===== src/rtl/tw_rtc_pkg.sv =====
package tw_rtc_pkg;

    // Sequencer phases of one framed transfer
    typedef enum logic [2:0] {
        PH_IDLE  = 3'd0,
        PH_SETUP = 3'd1,   // clock low, enable low, first unit
        PH_GAP   = 3'd2,   // enable low pulse
        PH_CLKLO = 3'd3,   // bit half with clock low
        PH_CLKHI = 3'd4,   // bit half with clock high
        PH_TAIL  = 3'd5    // hold after last clock before enable drops
    } tw_phase_e;

    // Strobes from the sequencer to the shift datapath
    typedef struct packed {
        logic load;     // accept new command / data, clear result
        logic advance;  // move to next transmit bit
        logic sample;   // capture receive line into MSB
        logic commit;   // publish captured byte
    } tw_shift_ctl_t;

    // Command bit that selects the read direction
    localparam int unsigned RD_SEL_BIT = 0;

    function automatic int unsigned cnt_width(input int unsigned n);
        return (n > 1) ? $clog2(n) : 1;
    endfunction

    function automatic int unsigned max3(input int unsigned a, input int unsigned b,
                                         input int unsigned c);
        int unsigned m;
        m = (a > b) ? a : b;
        return (m > c) ? m : c;
    endfunction

endpackage


===== src/rtl/tw_unit_timer.sv =====
module tw_unit_timer #(
    parameter int unsigned TICK_DIV = 50
) (
    input  logic clk,
    input  logic rst,
    input  logic en,
    output logic tick_o
);
    localparam int unsigned CW = tw_rtc_pkg::cnt_width(TICK_DIV);

    generate
        if (TICK_DIV <= 1) begin : g_every_clock
            assign tick_o = en;
        end else begin : g_divided
            localparam logic [CW-1:0] LAST = CW'(TICK_DIV - 1);
            logic [CW-1:0] cnt_q;

            always_ff @(posedge clk) begin
                if (rst || !en)
                    cnt_q <= '0;
                else if (cnt_q == LAST)
                    cnt_q <= '0;
                else
                    cnt_q <= cnt_q + 1'b1;
            end

            assign tick_o = en && (cnt_q == LAST);

            AST_TICK_SPACED: assert property (@(posedge clk) disable iff (rst)
                tick_o |=> !tick_o);
        end
    endgenerate

endmodule


===== src/rtl/tw_shift_path.sv =====
module tw_shift_path
    import tw_rtc_pkg::*;
#(
    parameter int unsigned DATA_W = 8
) (
    input  logic              clk,
    input  logic              rst,
    input  tw_shift_ctl_t     ctl_i,
    input  logic [DATA_W-1:0] cmd_i,
    input  logic [DATA_W-1:0] wdata_i,
    input  logic              sd_in_i,
    output logic              tx_bit_o,
    output logic [DATA_W-1:0] rdata_o
);
    localparam int unsigned TXW = 2 * DATA_W;

    logic [TXW-1:0]    tx_q;
    logic [DATA_W-1:0] rx_q;
    logic [DATA_W-1:0] rdata_q;

    // Command occupies the low half so it leaves first, LSB first
    always_ff @(posedge clk) begin
        if (rst)
            tx_q <= '0;
        else if (ctl_i.load)
            tx_q <= {wdata_i, cmd_i};
        else if (ctl_i.advance)
            tx_q <= tx_q >> 1;
    end

    // Receive: each sample enters at the MSB and moves right
    always_ff @(posedge clk) begin
        if (rst || ctl_i.load)
            rx_q <= '0;
        else if (ctl_i.sample)
            rx_q <= {sd_in_i, rx_q[DATA_W-1:1]};
    end

    always_ff @(posedge clk) begin
        if (rst || ctl_i.load)
            rdata_q <= '0;
        else if (ctl_i.commit)
            rdata_q <= rx_q;
    end

    assign tx_bit_o = tx_q[0];
    assign rdata_o  = rdata_q;

    AST_LOAD_NOT_WITH_SHIFT: assert property (@(posedge clk) disable iff (rst)
        ctl_i.load |-> !ctl_i.advance && !ctl_i.sample && !ctl_i.commit);

endmodule


===== src/rtl/tw_frame_ctrl.sv =====
module tw_frame_ctrl
    import tw_rtc_pkg::*;
#(
    parameter int unsigned DATA_W      = 8,
    parameter int unsigned SETUP_UNITS = 1,
    parameter int unsigned GAP_UNITS   = 5,
    parameter int unsigned TAIL_UNITS  = 2
) (
    input  logic          clk,
    input  logic          rst,
    input  logic          start_i,
    input  logic          rd_sel_i,
    input  logic          tick_i,
    output logic          busy_o,
    output logic          done_o,
    output logic          ce_o,
    output logic          sclk_o,
    output logic          oe_o,
    output tw_shift_ctl_t ctl_o
);
    localparam int unsigned MAXU = max3(SETUP_UNITS, GAP_UNITS, TAIL_UNITS);
    localparam int unsigned UW   = cnt_width(MAXU);
    localparam int unsigned BW   = cnt_width(DATA_W);

    localparam logic [UW-1:0] SETUP_LAST = UW'(SETUP_UNITS - 1);
    localparam logic [UW-1:0] GAP_LAST   = UW'(GAP_UNITS - 1);
    localparam logic [UW-1:0] TAIL_LAST  = UW'(TAIL_UNITS - 1);
    localparam logic [BW-1:0] BIT_LAST   = BW'(DATA_W - 1);

    tw_phase_e      phase_q;
    logic [UW-1:0]  units_q;
    logic [BW-1:0]  bit_q;
    logic           second_q;   // shifting the byte after the command
    logic           rd_q;
    logic           done_q;
    logic           unit_end;

    assign unit_end = tick_i && (units_q == '0);

    always_ff @(posedge clk) begin
        if (rst) begin
            phase_q  <= PH_IDLE;
            units_q  <= '0;
            bit_q    <= '0;
            second_q <= 1'b0;
            rd_q     <= 1'b0;
        end else begin
            unique case (phase_q)
                PH_IDLE: begin
                    if (start_i) begin
                        phase_q  <= PH_SETUP;
                        units_q  <= SETUP_LAST;
                        bit_q    <= '0;
                        second_q <= 1'b0;
                        rd_q     <= rd_sel_i;
                    end
                end
                PH_SETUP: begin
                    if (tick_i) begin
                        if (units_q != '0) units_q <= units_q - 1'b1;
                        else begin
                            phase_q <= PH_GAP;
                            units_q <= GAP_LAST;
                        end
                    end
                end
                PH_GAP: begin
                    if (tick_i) begin
                        if (units_q != '0) units_q <= units_q - 1'b1;
                        else phase_q <= PH_CLKLO;
                    end
                end
                PH_CLKLO: begin
                    if (unit_end) phase_q <= PH_CLKHI;
                end
                PH_CLKHI: begin
                    if (unit_end) begin
                        if (bit_q == BIT_LAST) begin
                            bit_q <= '0;
                            if (second_q) begin
                                phase_q <= PH_TAIL;
                                units_q <= TAIL_LAST;
                            end else begin
                                second_q <= 1'b1;
                                phase_q  <= PH_CLKLO;
                            end
                        end else begin
                            bit_q   <= bit_q + 1'b1;
                            phase_q <= PH_CLKLO;
                        end
                    end
                end
                PH_TAIL: begin
                    if (tick_i) begin
                        if (units_q != '0) units_q <= units_q - 1'b1;
                        else phase_q <= PH_IDLE;
                    end
                end
                default: phase_q <= PH_IDLE;
            endcase
        end
    end

    always_ff @(posedge clk) begin
        if (rst) done_q <= 1'b0;
        else     done_q <= (phase_q == PH_TAIL) && unit_end;
    end

    always_comb begin
        ctl_o         = '0;
        ctl_o.load    = (phase_q == PH_IDLE) && start_i;
        ctl_o.advance = (phase_q == PH_CLKHI) && unit_end;
        ctl_o.sample  = (phase_q == PH_CLKLO) && unit_end && second_q && rd_q;
        ctl_o.commit  = (phase_q == PH_TAIL) && unit_end && rd_q;
    end

    assign busy_o = (phase_q != PH_IDLE);
    assign done_o = done_q;
    assign ce_o   = (phase_q == PH_CLKLO) || (phase_q == PH_CLKHI) || (phase_q == PH_TAIL);
    assign sclk_o = (phase_q == PH_CLKHI) || (phase_q == PH_TAIL);
    assign oe_o   = ((phase_q == PH_CLKLO) || (phase_q == PH_CLKHI)) && !(second_q && rd_q);

    AST_CLK_ON_UNIT_EDGE: assert property (@(posedge clk) disable iff (rst)
        !tick_i |=> $stable(sclk_o));
    AST_NO_RESTART_BUSY: assert property (@(posedge clk) disable iff (rst)
        (phase_q != PH_IDLE && phase_q != PH_SETUP) |=> phase_q != PH_SETUP);
    AST_DONE_SINGLE: assert property (@(posedge clk) disable iff (rst)
        done_o |=> !done_o);

endmodule


===== src/rtl/tw_rtc_master.sv =====
module tw_rtc_master
    import tw_rtc_pkg::*;
#(
    parameter int unsigned TICK_DIV    = 50,
    parameter int unsigned DATA_W      = 8,
    parameter int unsigned SETUP_UNITS = 1,
    parameter int unsigned GAP_UNITS   = 5,
    parameter int unsigned TAIL_UNITS  = 2
) (
    input  logic              clk,
    input  logic              rst,
    input  logic              start_i,
    input  logic [DATA_W-1:0] cmd_i,
    input  logic [DATA_W-1:0] wdata_i,
    output logic              busy_o,
    output logic              done_o,
    output logic [DATA_W-1:0] rdata_o,
    output logic              ce_o,
    output logic              sclk_o,
    output logic              sd_out_o,
    output logic              sd_oe_o,
    input  logic              sd_in_i
);
    logic          tick;
    logic          tx_bit;
    logic          oe;
    tw_shift_ctl_t ctl;

    tw_unit_timer #(.TICK_DIV(TICK_DIV)) timer_i (
        .clk    (clk),
        .rst    (rst),
        .en     (busy_o),
        .tick_o (tick)
    );

    tw_frame_ctrl #(
        .DATA_W      (DATA_W),
        .SETUP_UNITS (SETUP_UNITS),
        .GAP_UNITS   (GAP_UNITS),
        .TAIL_UNITS  (TAIL_UNITS)
    ) ctrl_i (
        .clk      (clk),
        .rst      (rst),
        .start_i  (start_i),
        .rd_sel_i (cmd_i[RD_SEL_BIT]),
        .tick_i   (tick),
        .busy_o   (busy_o),
        .done_o   (done_o),
        .ce_o     (ce_o),
        .sclk_o   (sclk_o),
        .oe_o     (oe),
        .ctl_o    (ctl)
    );

    tw_shift_path #(.DATA_W(DATA_W)) path_i (
        .clk      (clk),
        .rst      (rst),
        .ctl_i    (ctl),
        .cmd_i    (cmd_i),
        .wdata_i  (wdata_i),
        .sd_in_i  (sd_in_i),
        .tx_bit_o (tx_bit),
        .rdata_o  (rdata_o)
    );

    assign sd_oe_o  = oe;
    assign sd_out_o = oe ? tx_bit : 1'b0;

    AST_ENABLE_DROP_DONE: assert property (@(posedge clk) disable iff (rst)
        $fell(ce_o) |-> done_o && !busy_o);
    AST_FRAME_OPENS_DRIVEN: assert property (@(posedge clk) disable iff (rst)
        $rose(ce_o) |-> !sclk_o && sd_oe_o);
    AST_RESULT_HOLD: assert property (@(posedge clk) disable iff (rst)
        !$stable(rdata_o) |-> done_o || $rose(busy_o));
    AST_CLK_INSIDE_FRAME: assert property (@(posedge clk) disable iff (rst)
        sclk_o |-> ce_o);

endmodule


===== config.mk =====
export PLATFORM = sky130hd
export DESIGN_NAME = tw_rtc_master
export DESIGN_NICKNAME = d
export VERILOG_FILES = /design/src/rtl/tw_rtc_pkg.sv /design/src/rtl/tw_unit_timer.sv /design/src/rtl/tw_shift_path.sv /design/src/rtl/tw_frame_ctrl.sv /design/src/rtl/tw_rtc_master.sv
export SDC_FILE = /design/constraint.sdc
export NUM_CORES = 1
export LEC_CHECK = 0
export BUFFER_PORTS_ARGS = -buffer_cell sky130_fd_sc_hd__buf_4
export CORE_ASPECT_RATIO = 1.4
export CORE_MARGIN = 2
export CORE_UTILIZATION = 51
export DETAILED_ROUTE_END_ITERATION = 8
export PLACE_DENSITY = 0.84
export SLEW_MARGIN = 20
export SYNTH_ARGS = -nofsm -noshare
export SYNTH_HDL_FRONTEND = slang
export SYNTH_HIERARCHICAL = 1
export SYNTH_SLANG_ARGS = --single-unit

===== constraint.sdc =====
create_clock -name clk -period 2.5 [get_ports clk]
set_input_delay 0.625 -clock clk [delete_from_list [all_inputs] [get_ports clk]]
set_output_delay 0.625 -clock clk [all_outputs]
set_load 0.1 [all_outputs]

# Yosys cells after proc, flatten, opt, wreduce, memory -nomap -nowiden
# Cells that the tools add are included.
[word_totals]
ff_bits = 50
out_inout_bits = 14
word_cells = 96
[classes]
n_addsub = 3
n_eq_ne = 20
mux = 31
n_reduce_logical = 32
[op_table]
columns = ["op", "count"]
rows = [
  ["3-bit 2-to-1 mux", 21],
  ["16-bit 2-to-1 mux", 2],
  ["2-bit by 1-bit inequality test with 1-bit output (second input constant)", 9],
  ["3-bit case mux with 6 select lines", 1],
  ["3-bit case mux with 4 select lines", 1],
  ["1-bit logical AND", 11],
  ["3-bit equality test (second input constant)", 3],
  ["9-bit AND reduction", 1],
  ["2-bit inequality test (second input constant)", 4],
  ["8-bit AND reduction", 1],
  ["6-bit by 1-bit adder with 6-bit output (second input constant)", 1],
  ["3-bit by 2-bit equality test with 1-bit output (second input constant)", 2],
  ["6-bit equality test (second input constant)", 1],
  ["3-bit zero test", 2],
  ["3-bit case mux with 2 select lines", 1],
  ["3-bit nonzero test", 2],
  ["1-bit logical OR", 5],
  ["1-bit 2-to-1 mux", 4],
  ["4-bit AND reduction", 1],
  ["2-bit nonzero test", 2],
  ["4-bit nonzero test", 1],
  ["2-bit OR reduction", 2],
  ["3-bit by 1-bit adder with 3-bit output (second input constant)", 1],
  ["3-bit by 1-bit equality test with 1-bit output (second input constant)", 1],
  ["5 further kinds", 6],
]

# Logic depth before layout (Yosys ltp)
[depth]
ltp_word = 6
depth_mapped = 10
depth_no_buf = 9

# Hierarchy
# Netlist, hierarchy kept.
[modules_own_cells]
columns = ["mod", "instances", "cells_per_inst", "area_per_inst_um2", "seq_area_each_um2"]
rows = [
  ["tw_shift_path", 1, 124, 1332.5, 640.6],
  ["tw_frame_ctrl", 1, 100, 782.0, 240.2],
  ["tw_unit_timer", 1, 27, 260.2, 120.1],
  ["tw_rtc_master", 1, 1, 6.3, 0.0],
]

# Worst setup path before layout
# OpenSTA, ideal clock, no wires.
[synth_timing]
path_type = "register to output"
from = "register ctrl_i.phase_q[0]"
to = "output port sd_out_o"
t_arrival_ps = 4027
t_required_ps = 1875
path_slack_ps = -2152
stages_incl_launch_ff = 6
n_path_buf = 2
cell_sequence = "dfxtp_1 > buf_6 > clkbuf_1 > nand3_1 > a21boi_0 > and2_1"
[synth_via]
elab_chain_cells = 4
elab_cells_between_ends = 5
classes_between = "eq/ne: 2; mux: 1; reduce/logical: 2"
[synth_rtl]
columns = ["element", "line", "source"]
rows = [
  ["start: declaration", "tw_frame_ctrl.sv:30", "tw_phase_e phase_q;"],
  ["start signal: assignment", "tw_frame_ctrl.sv:42", "phase_q <= PH_IDLE;"],
  ["start signal: assignment", "tw_frame_ctrl.sv:51", "phase_q <= PH_SETUP;"],
  ["start signal: assignment", "tw_frame_ctrl.sv:62", "phase_q <= PH_GAP;"],
  ["3-bit by 2-bit equality test with 1-bit output / 3-bit equality test (equally long branches)", "tw_frame_ctrl.sv:121", "assign oe_o = ((phase_q == PH_CLKLO) || (phase_q == PH_CLKHI)) && !(second_q && rd_q);"],
  ["1-bit logical OR (*)", "tw_frame_ctrl.sv:121", ""],
  ["1-bit logical AND (*)", "tw_frame_ctrl.sv:121", ""],
  ["named net sd_oe_o", "tw_rtc_master.sv:21", "output logic sd_oe_o,"],
  ["1-bit 2-to-1 mux (*)", "tw_rtc_master.sv:67", "assign sd_out_o = oe ? tx_bit : 1'b0;"],
  ["end: declaration", "tw_rtc_master.sv:20", "output logic sd_out_o,"],
]
# The timed path passes the listed nets; every way through them passes the cells marked *.

# Worst setup path after layout
[layout_timing]
from = "register ctrl_i.phase_q[2]"
to = "output port sd_out_o"
[layout_via]
elab_chain_cells = 4
elab_cells_between_ends = 5
classes_between = "eq/ne: 2; mux: 1; reduce/logical: 2"
[layout_rtl]
columns = ["element", "line"]
rows = [
  ["3-bit by 2-bit equality test with 1-bit output / 3-bit equality test (equally long branches)", "tw_frame_ctrl.sv:121"],
  ["1-bit logical OR (*)", "tw_frame_ctrl.sv:121"],
  ["1-bit logical AND (*)", "tw_frame_ctrl.sv:121"],
  ["1-bit 2-to-1 mux (*)", "tw_rtc_master.sv:67"],
]
# Mark *: on every way between the ends. The rest lies on a longest branch, timed or not.

==> results.md <==
* Ys async rst share at 0%
* Peak VDD IR at 0.399 mV
* Crit path required time at 1880 ps
* Layout Cell Area excl Fill at 0.00280 mm2
* Origin of the worst setup path: ctrl_i/phase_q[2]$_SDFFE_PP0P_
* Ranking of synthesized cells by area: dfxtp_1 (42%), mux2i_1 (14%), nor2_1 (4.9%)
* Slew Viols, Final at 0
* Post-synthesis sequential area ratio at 42.0%
* Worst setup SP type: flip-flop
* Number of port buffers at 33
* Total power at 1.57 mW
* Worst hold path class: reg -> reg
* Drt drc at 0
* I/O pins at 34
* Core area at 0.00450 mm2
* Fin util at 62.1%
* Routed Antenna Nets at 0
* Post-synth top flop: dfxtp_1
* Initial core utilization at 52.9%
* CP Max Fanout at 13
* Min Clock Period, post-route at 2290 ps
* FF-to-FF End: path_i/rx_q[2]$_SDFFE_PP0P_
* 1st-iter DRT viols at 74
* Worst slew margin at 57.9%
* Final setup viols at 0
* Top-area cell type share of the netlist area at 42.0%
* Proportion of layout cells with a drive suffix above 1 at 23.5%
* R2R Path Start: timer_i/g_divided.cnt_q[0]$_SDFF_PP0_
* Max-Cap Viols at 0
* Syn Nets at 278
* Mapped Area at 0.00238 mm2
* H-tree depth at 2
* Hold Path End: ctrl_i/bit_q[2]$_SDFFE_PP0P_
* Worst R2R Path Depth at 9
* GRT overflow at 0
* Wire per inst at 13.1 um
* GPL Wtd Cong at 0.875
* FF/Latch Area at 0.00100 mm2
* Worst Setup End Kind: primary output
* N_diodes at 0
* CTS buffer count at 5
* Worst Tran Pin Value at 630 ps
* Clock root buffer: clkbuf_8
* # hold bufs at CTS at 0
* Critical Path AT at 1670 ps
* Fmax at 437 MHz
* Drt total wl at 4550 um
* Number of global-route vias before repair at 1767
* Pre-antenna DRT Iters at 4
* Die Y at 84.8 um
* Overall track demand over capacity in global routing at 19.3%
* RSZ-0062 raised after global routing: false
* Clock transition at path regs at 90 ps
* Commonest non-fill, non-tap cell in the layout: dfxtp_1
* Final hold vios at 0
* Period utilisation layout at 91.6%
* Clk buf depth at 2
* First-pass GRT wire length at 7750 um
* Setup slack, reg-to-reg at 230 ps
* Cell count after synthesis at 252
* HP Start: ctrl_i/bit_q[2]$_SDFFE_PP0P_
* Post-synth cell types at 45
* Setup repair bufs after CTS at 0
* Area growth syn-to-layout at 17.4%
* Status: finished, final reports clean
* Largest net degree at the start of global routing at 32
* Vias/cell at 5.28
* Hpwl dp at 3220 um
* Number of antenna violations at the first check in global routing at 0
* Die ar. at 0.00524 mm2
* #FFs+latches synth at 50
* Post-CTS sizing at 0
* Crit Path Category: reg -> out
* YS warnings at 6
* CTS tree: done
* Chip width at 61.7 um
* Hold Crit Depth at 2
* Layout fillers at 422
* EDFF count, synth at 0
* Post-DP Area at 0.00268 mm2
* Multi-input logic area at 0.00127 mm2
* # nets final at 310
* Clock tree sinks at 50
* Vias at 1832
* Syn Area/Cell at 9.45 um2
* Highest-count cells in the layout ignoring fill and taps: dfxtp_1 (49), buf_4 (40), mux2i_1 (34)
* Leak at 1.03 nW
* Worst skew pair latency at 310 ps
* Max Clock Skew at 2.47 ps
* Pwr dens at 561 mW/mm2
* Cell Rows at 29
* Cell taking the most area after synthesis: dfxtp_1
==> kinds of logic (layout without fill, tap and decap cells) <==
| logic type | after synthesis | after routing | synth area share (%) |
|---|---|---|---|
| buffers and inverters | 23 | 56 | 5.89 |
| DFF | 50 | 50 | 42.0 |
| xor gates and xnor gates | 5 | 5 | 1.84 |
| and+or+nand+nor | 93 | 93 | 20.7 |
| adders and majority gates | 6 | 6 | 3.15 |
| muxes | 35 | 35 | 14.8 |
| AOI/OAI and AO/OA | 40 | 40 | 11.6 |
==> registers in the layout, indices dropped and copies added, names as in the netlist <==
name,flops
timer_i/g_divided.cnt_q,6
ctrl_i/units_q,3
ctrl_i/rd_q,1
ctrl_i/second_q,1
ctrl_i/done_o,1
path_i/rdata_o,8
ctrl_i/phase_q,3
path_i/tx_q,16
path_i/rx_q,8
ctrl_i/bit_q,3
==> worst max-delay path, stage by stage (launching register included) <==
cell and delay (ps):
dfxtp_2 410, inv_2 140, nand3_1 200, a21boi_4 190, and2_4 140, buf_4 270
==> area by class of cell <==
type	count	share of cell area (%)
clock inverter	2	1.34
tap	62	2.78
multi-input combinational	179	45.6
timing repair buffer	40	10.7
sequential	50	35.9
inverter	8	1.07
clock buffer	6	2.60
==> per-stage QoR <==
stage	worst slack (ps)	cells	TNS, ps	hold WS (ps)
5_1_grt	35.6	347	0	503
3_3_place_gp	265	339	0	445
3_5_place_dp	185	339	0	469
4_1_cts	44.4	347	0	480
2_1_floorplan	-22.2	252	-22.2	436
6_report	209	347	0	472
==> report_power, final <==
part | leakage, nW | switching, mW | internal [mW]
logic | 0.569 | 0.0842 | 0.0760
clock network | 0.0514 | 0.267 | 0.299
registers | 0.408 | 0.0185 | 0.824
==> layer usage <==
metal / vias to the layer above / wire, um / track usage, %
li1: 939 / - / -
met1: 849 / 2040 / 24.1
met2: 34 / 2270 / 30.2
met3: 10 / 152 / 5.34
met4: 0 / 84 / 8.70
met5: - / 0 / 0
==> synth_stat cells (2+ instances only) <==
| library cell | count |
|---|---|
| nor2b_1 | 17 |
| o21ai_0 | 5 |
| mux2i_1 | 34 |
| nor3_1 | 6 |
| dfxtp_1 | 50 |
| inv_1 | 8 |
| xnor2_1 | 2 |
| clkbuf_2 | 2 |
| a311oi_1 | 2 |
| or3_1 | 3 |
| buf_2 | 2 |
| a211oi_1 | 15 |
| nor3b_1 | 3 |
| and2_1 | 2 |
| xor2_1 | 3 |
| nand4_1 | 2 |
| nor2_1 | 31 |
| buf_6 | 5 |
| nand3_1 | 4 |
| nor2_2 | 2 |
| clkbuf_1 | 5 |
| nand2_1 | 12 |
| a22oi_1 | 2 |
| ha_1 | 6 |
| a21oi_1 | 9 |
==> how the worst max path moves through the flow <==
| stage | endpoint | slack, ps | depth (start not counted) |
|---|---|---|---|
| 2_1_floorplan | sd_out_o | -20 | 6 |
| 3_3_place_gp | path_i/rx_q[2]$_SDFFE_PP0P_ | 270 | 8 |
| 3_5_place_dp | path_i/rx_q[2]$_SDFFE_PP0P_ | 180 | 8 |
| 4_1_cts | sd_out_o | 40 | 5 |
| 5_1_grt | path_i/rx_q[5]$_SDFFE_PP0P_ | 40 | 9 |
| 6_report | sd_out_o | 210 | 5 |
No activity file was read; power rests on OpenSTA's default activity.
